$ cat src/rtl/spi_wrb_pkg.sv
package spi_wrb_pkg;

   typedef enum logic [1:0] {
      SEL_DHI = 2'd0,
      SEL_DLO = 2'd1,
      SEL_MHI = 2'd2,
      SEL_MLO = 2'd3
   } sel_e;

   function automatic logic sel_is_hi(input sel_e s);
      return (s == SEL_DHI) || (s == SEL_MHI);
   endfunction

endpackage

$ cat src/rtl/byte_pair_stager.sv
module byte_pair_stager #(
   parameter int BYTE_W = 8,
   localparam int WORD_W = 2 * BYTE_W
) (
   input  logic              clk,
   input  logic              rst_n,
   input  logic              flush,
   input  logic              wide,
   input  logic              wr_hi,
   input  logic              wr_lo,
   input  logic [BYTE_W-1:0] wdata,
   output logic              done,
   output logic [WORD_W-1:0] word
);

   logic              got_hi_q, got_lo_q;
   logic [BYTE_W-1:0] st_hi_q, st_lo_q;

   always_comb begin
      if (wide) begin
         done = (wr_hi && got_lo_q) || (wr_lo && got_hi_q);
         word = {(wr_hi ? wdata : st_hi_q), (wr_lo ? wdata : st_lo_q)};
      end else begin
         done = wr_lo;
         word = {{BYTE_W{1'b0}}, wdata};
      end
   end

   always_ff @(posedge clk or negedge rst_n) begin
      if (!rst_n) begin
         got_hi_q <= 1'b0;
         got_lo_q <= 1'b0;
         st_hi_q  <= '0;
         st_lo_q  <= '0;
      end else if (flush) begin
         got_hi_q <= 1'b0;
         got_lo_q <= 1'b0;
      end else if (wide) begin
         if (done) begin
            got_hi_q <= 1'b0;
            got_lo_q <= 1'b0;
         end else if (wr_hi) begin
            st_hi_q  <= wdata;
            got_hi_q <= 1'b1;
         end else if (wr_lo) begin
            st_lo_q  <= wdata;
            got_lo_q <= 1'b1;
         end
      end
   end

endmodule

$ cat src/rtl/coherent_read_hold.sv
module coherent_read_hold #(
   parameter int WORD_W      = 16,
   parameter bit HOLD_ENABLE = 1'b1
) (
   input  logic              clk,
   input  logic              rst_n,
   input  logic              flush,
   input  logic              rd,
   input  logic              rd_hi,
   input  logic [WORD_W-1:0] live,
   output logic [WORD_W-1:0] view
);

   generate
      if (HOLD_ENABLE) begin : g_hold
         logic [WORD_W-1:0] snap_q;
         logic              held_q, first_hi_q;

         assign view = held_q ? snap_q : live;

         always_ff @(posedge clk or negedge rst_n) begin
            if (!rst_n) begin
               snap_q     <= '0;
               held_q     <= 1'b0;
               first_hi_q <= 1'b0;
            end else if (flush) begin
               held_q <= 1'b0;
            end else if (rd) begin
               if (!held_q) begin
                  snap_q     <= live;
                  held_q     <= 1'b1;
                  first_hi_q <= rd_hi;
               end else if (rd_hi != first_hi_q) begin
                  held_q <= 1'b0;
               end
            end
         end
      end else begin : g_pass
         logic unused_ok;
         assign unused_ok = &{1'b0, clk, rst_n, flush, rd, rd_hi};
         assign view = live;
      end
   endgenerate

endmodule

$ cat src/rtl/spi_word_regbridge.sv
module spi_word_regbridge
   import spi_wrb_pkg::*;
#(
   parameter int          BYTE_W      = 8,
   parameter int          WORD_W      = 16,
   parameter bit          HOLD_ENABLE = 1'b1,
   parameter logic [15:0] MATCH_INIT  = 16'h0000
) (
   input  logic              clk,
   input  logic              rst_n,
   input  logic [1:0]        addr,
   input  logic              rd_en,
   input  logic              wr_en,
   input  logic [BYTE_W-1:0] wr_data,
   input  logic              wide_mode,
   input  logic [WORD_W-1:0] rx_word,
   input  logic              tx_empty,
   output logic [BYTE_W-1:0] rd_data,
   output logic              tx_push,
   output logic [WORD_W-1:0] tx_word,
   output logic [WORD_W-1:0] match_word
);

   localparam int HI_MSB = WORD_W - 1;
   localparam int LO_MSB = BYTE_W - 1;

   generate
      if (WORD_W != 2 * BYTE_W) begin : g_bad_width
         $error("spi_word_regbridge: WORD_W must be twice BYTE_W");
      end
      if (WORD_W != 16) begin : g_bad_init
         $error("spi_word_regbridge: MATCH_INIT is sized for 16-bit words");
      end
   endgenerate

   sel_e sel;
   logic mode_q, flush, wr_ok, rd_ok, sel_data;
   logic dat_done, mat_done;
   logic [WORD_W-1:0] dat_word, mat_word, view;
   logic [BYTE_W-1:0] rd_next;

   assign sel      = sel_e'(addr);
   assign flush    = (wide_mode != mode_q);
   assign wr_ok    = wr_en && !flush;
   assign rd_ok    = rd_en && !wr_en && !flush;
   assign sel_data = (sel == SEL_DHI) || (sel == SEL_DLO);

   byte_pair_stager #(.BYTE_W(BYTE_W)) u_dat_stage (
      .clk   (clk),
      .rst_n (rst_n),
      .flush (flush),
      .wide  (wide_mode),
      .wr_hi (wr_ok && sel == SEL_DHI),
      .wr_lo (wr_ok && sel == SEL_DLO),
      .wdata (wr_data),
      .done  (dat_done),
      .word  (dat_word)
   );

   byte_pair_stager #(.BYTE_W(BYTE_W)) u_mat_stage (
      .clk   (clk),
      .rst_n (rst_n),
      .flush (flush),
      .wide  (wide_mode),
      .wr_hi (wr_ok && sel == SEL_MHI),
      .wr_lo (wr_ok && sel == SEL_MLO),
      .wdata (wr_data),
      .done  (mat_done),
      .word  (mat_word)
   );

   coherent_read_hold #(.WORD_W(WORD_W), .HOLD_ENABLE(HOLD_ENABLE)) u_rd_hold (
      .clk   (clk),
      .rst_n (rst_n),
      .flush (flush),
      .rd    (rd_ok && wide_mode && sel_data),
      .rd_hi (sel_is_hi(sel)),
      .live  (rx_word),
      .view  (view)
   );

   always_comb begin
      rd_next = '0;
      if (rd_ok) begin
         unique case (sel)
            SEL_DHI: rd_next = wide_mode ? view[HI_MSB -: BYTE_W] : '0;
            SEL_DLO: rd_next = wide_mode ? view[LO_MSB:0] : rx_word[LO_MSB:0];
            SEL_MHI: rd_next = match_word[HI_MSB -: BYTE_W];
            SEL_MLO: rd_next = match_word[LO_MSB:0];
            default: rd_next = '0;
         endcase
      end
   end

   always_ff @(posedge clk or negedge rst_n) begin
      if (!rst_n) begin
         mode_q     <= 1'b0;
         rd_data    <= '0;
         tx_push    <= 1'b0;
         tx_word    <= '0;
         match_word <= MATCH_INIT[WORD_W-1:0];
      end else begin
         mode_q  <= wide_mode;
         rd_data <= rd_next;
         tx_push <= dat_done && tx_empty;
         if (dat_done && tx_empty) tx_word <= dat_word;
         if (mat_done) match_word <= mat_word;
      end
   end

endmodule

$ cat config.mk
export PLATFORM = sky130hd
export DESIGN_NAME = spi_word_regbridge
export DESIGN_NICKNAME = d
export VERILOG_FILES = /design/src/rtl/spi_wrb_pkg.sv /design/src/rtl/byte_pair_stager.sv /design/src/rtl/coherent_read_hold.sv /design/src/rtl/spi_word_regbridge.sv
export SDC_FILE = /design/constraint.sdc
export NUM_CORES = 1
export LEC_CHECK = 0
export ABC_AREA = 1
export BUFFER_PORTS_ARGS = -buffer_cell sky130_fd_sc_hd__buf_2
export CORE_MARGIN = 3
export CORE_UTILIZATION = 30
export DETAILED_ROUTE_END_ITERATION = 8
export HOLD_SLACK_MARGIN = 0.03
export PLACE_DENSITY_LB_ADDON = 0.05
export SLEW_MARGIN = 20
export SYNTH_ARGS = -nofsm -noshare
export SYNTH_HDL_FRONTEND = slang
export SYNTH_HIERARCHICAL = 1
export SYNTH_SLANG_ARGS = --single-unit
export TNS_END_PERCENT = 30
$ cat constraint.sdc
create_clock -name clk -period 2.7 [get_ports clk]
set_input_delay 0.54 -clock clk [delete_from_list [all_inputs] [get_ports clk]]
set_output_delay 0.54 -clock clk [all_outputs]
set_load 0.01 [all_outputs]
==> results.json <==
{
  "wl_per_cell_um": 15.4,
  "pwr-share-seq": 0.458,
  "syn_avg_cell_area_um2": 7.62,
  "tightest_slew_ps": 672,
  "cts_hold_buf": 0,
  "netlist_area_um2": 5190,
  "path_buf_inv": 1,
  "ys_warn_count": 6,
  "critPathSlowestCell": "dfrtp_1",
  "cts_resized": 0,
  "antenna_cells": 0,
  "dp.final_hpwl_um": 11000,
  "die_area_um2": 18900,
  "gr-total-overflow": 0,
  "routed_via_density": 4.68,
  "final_cells": 978,
  "critical_path_cell_count": 10,
  "num_rows": 47,
  "grt_pass1_wl_um": 24200,
  "synth.net_count": 713,
  "io_pins": 73,
  "clkSinkCount": 96,
  "clock-root-buffer": "clkbuf_16",
  "combPwrFrac": 0.251,
  "numCtsBuffers": 9,
  "dp_slack_ps": 284,
  "antenna_left": 0,
  "cap_violations": 0,
  "path_clk_slew_ps": 70,
  "clock.fmax_mhz": 475,
  "dieHeight_um": 138,
  "path_class": "flop to flop",
  "cts_tree": "done",
  "drive_above_1_share": 0.191,
  "ys_types": 31,
  "arrival_ps": 2400,
  "fin_util": 0.357,
  "startpoint_type": "flop",
  "switchingPower_mw": 1.46,
  "io_buffer_count": 72,
  "cts_buffer_depth": 2,
  "die_x_um": 138,
  "leakage_nw": 3.29,
  "post_cts_buffers": 0,
  "ff2ff_path_depth": 10,
  "cp.required_ps": 2990,
  "antenna_found_initial": 0,
  "tns_ps": 0,
  "clock_power_share": 0.291,
  "drtPass1Iterations": 7,
  "wl_um": 15100,
  "gr-usage-all-layers": 0.166,
  "endpoint_kind": "flop",
  "coreArea_um2": 16800,
  "drcViolationCount": 0,
  "drt_iter0_markers": 294,
  "status": "completed",
  "powerDensity_nw_per_um2": 721,
  "rsz0062_at_grt": "no",
  "worstPathCellList": "xnor2_2 -> nand2_1 -> nor2_1 -> buf_4 -> nor2_1 -> a21oi_1 -> nand2_1 -> o21ai_0 -> nand2_1 -> nand2_1",
  "globalplace.congestion": 0.816,
  "skew_ps": 5.75,
  "finalCritPeriodShare": 0.781,
  "critPathMaxFanout": 16,
  "hp-class": "primary input to asynchronous set/reset pin",
  "irDropWorstVdd_mv": 0.319,
  "fillerInstances": 1828,
  "max_slew_margin": 0.552,
  "post_dp_cell_area_um2": 5710,
  "timing.final.max_slew_violations": 0,
  "fin_ws_ps": 593,
  "cpPeakStageDelay_ps": 420,
  "crit_family": "simple AND/OR/NAND/NOR gates",
  "area_delta_synth_final_pct": 15.4,
  "worstSkewPairLatency_ps": 350,
  "ys_ff_latch": 96,
  "swShare": 0.338,
  "fin_crit_ps": 2110,
  "intPower_mw": 2.86,
  "nNetsFinal": 785,
  "h-tree-depth": 3,
  "initial_core_util": 0.310,
  "syn_inst": 681,
  "setup_viol": 0,
  "grt_max_degree": 53,
  "hold_violations": 0,
  "grt_pass1_vias": 4538,
  "seq_area_frac_synth": 0.463,
  "placed_cells": 962,
  "final_area_um2": 5990,
  "path_common_cell": "nand2_1",
  "via_count": 4578
}
[cell families after synthesis]
kind of cell	after synthesis	synth area share
AND/OR/NAND/NOR	409	0.339
flip-flops	96	0.463
AO/OA/AOI/OAI	91	0.0912
buffers and inverters	71	0.0762
multiplexers	12	0.0260
XOR/XNOR	2	0.00482
[final cells by class]
cell class                      count  area (um2)  share of cell area
Clock buffer                       11         243              0.0405
Clock inverter                      5        41.3             0.00689
Inverter                           47         176              0.0295
Multi-Input combinational cell    514        2390               0.399
Sequential cell                    96        2400               0.401
Tap cell                          220         275              0.0460
Timing Repair Buffer               85         460              0.0769
[cells in the mapped netlist, drive strengths merged]
cell	number	share of area
nand2	316	0.24
dfrtp	96	0.46
o21ai	63	0.062
inv	46	0.033
nor2	46	0.041
nand3	27	0.036
a21oi	26	0.027
buf	22	0.041
and2	16	0.019
mux2	12	0.026
a31oi	2	0.0024
clkbuf	2	0.0014
nand4	2	0.0048
nor3	2	0.0019
clkinv	1	0.00072
xnor2	1	0.0031
xor2	1	0.0017
[per-stage QoR]
| step | hold slack (ps) | power, mW |
|---|---|---|
| 2_1_floorplan | 244 | 2.69 |
| 3_3_place_gp | 462 | 3.09 |
| 3_5_place_dp | 461 | 3.11 |
| 4_1_cts | 254 | 4.39 |
| 5_1_grt | 278 | 4.64 |
| 6_report | 225 | 4.32 |
[sequential cells by signal (all words and copies together), names as in the netlist, 8 cells and up]
name / count
match_word: 16
rd_data: 8
tx_word: 16
u_dat_stage/st_hi_q: 8
u_dat_stage/st_lo_q: 8
u_mat_stage/st_hi_q: 8
u_mat_stage/st_lo_q: 8
u_rd_hold/g_hold.snap_q: 16
[per-layer routing]
layer  wire [um]  global-route usage  vias to the layer above
met2        7010               0.262                       87
met3         604              0.0259                       15
li1            -                   -                     2284
met1        7270               0.232                     2192
met5           0                   0                        -
met4         214              0.0565                        0
[power groups by stage]
stage               Sequential [mW]  Combinational [mW]  Clock (mW)
detailed placement             2.01                1.10           0
floorplan                      2.01               0.681           0
global placement               2.00                1.09           0
CTS                            1.98                1.10        1.31
global route                   2.03                1.26        1.36
finish                         1.98                1.08        1.26
[final timing paths]
check / end / start / slack (ps)
max: tx_word[7]$_DFFE_PN0P_ / mode_q$_DFF_PN0_ / 590
min: match_word[11]$_DFFE_PN0P_ / rst_n / 220
max reg2reg: tx_word[7]$_DFFE_PN0P_ / mode_q$_DFF_PN0_ / 590
min reg2reg: tx_word[0]$_DFFE_PN0P_ / tx_word[0]$_DFFE_PN0P_ / 480
max in group asynchronous: u_dat_stage/st_hi_q[5]$_DFFE_PN0P_ / rst_n / 1680
min in group clk: tx_word[0]$_DFFE_PN0P_ / tx_word[0]$_DFFE_PN0P_ / 480
[layout by cell type (no fill, tap or decap), types with 2 or more instances in the layout]
master	synthesis	layout
clkinv_4	0	2
nor2_4	3	3
nand3_4	4	4
o21ai_2	2	2
nand2_4	4	4
mux2_2	12	12
a21oi_2	2	2
a21oi_1	24	24
inv_1	36	36
clkbuf_16	0	9
inv_2	10	10
buf_4	3	14
o21ai_0	45	45
nand4_2	2	2
nand2_2	3	3
nor2_1	41	41
dfrtp_1	96	96
buf_2	6	71
nand3_1	23	23
and2_1	16	16
a31oi_1	2	2
nand2_1	309	309
nor3_1	2	2
o21ai_1	16	16
Power figures use the tool's default switching activity.
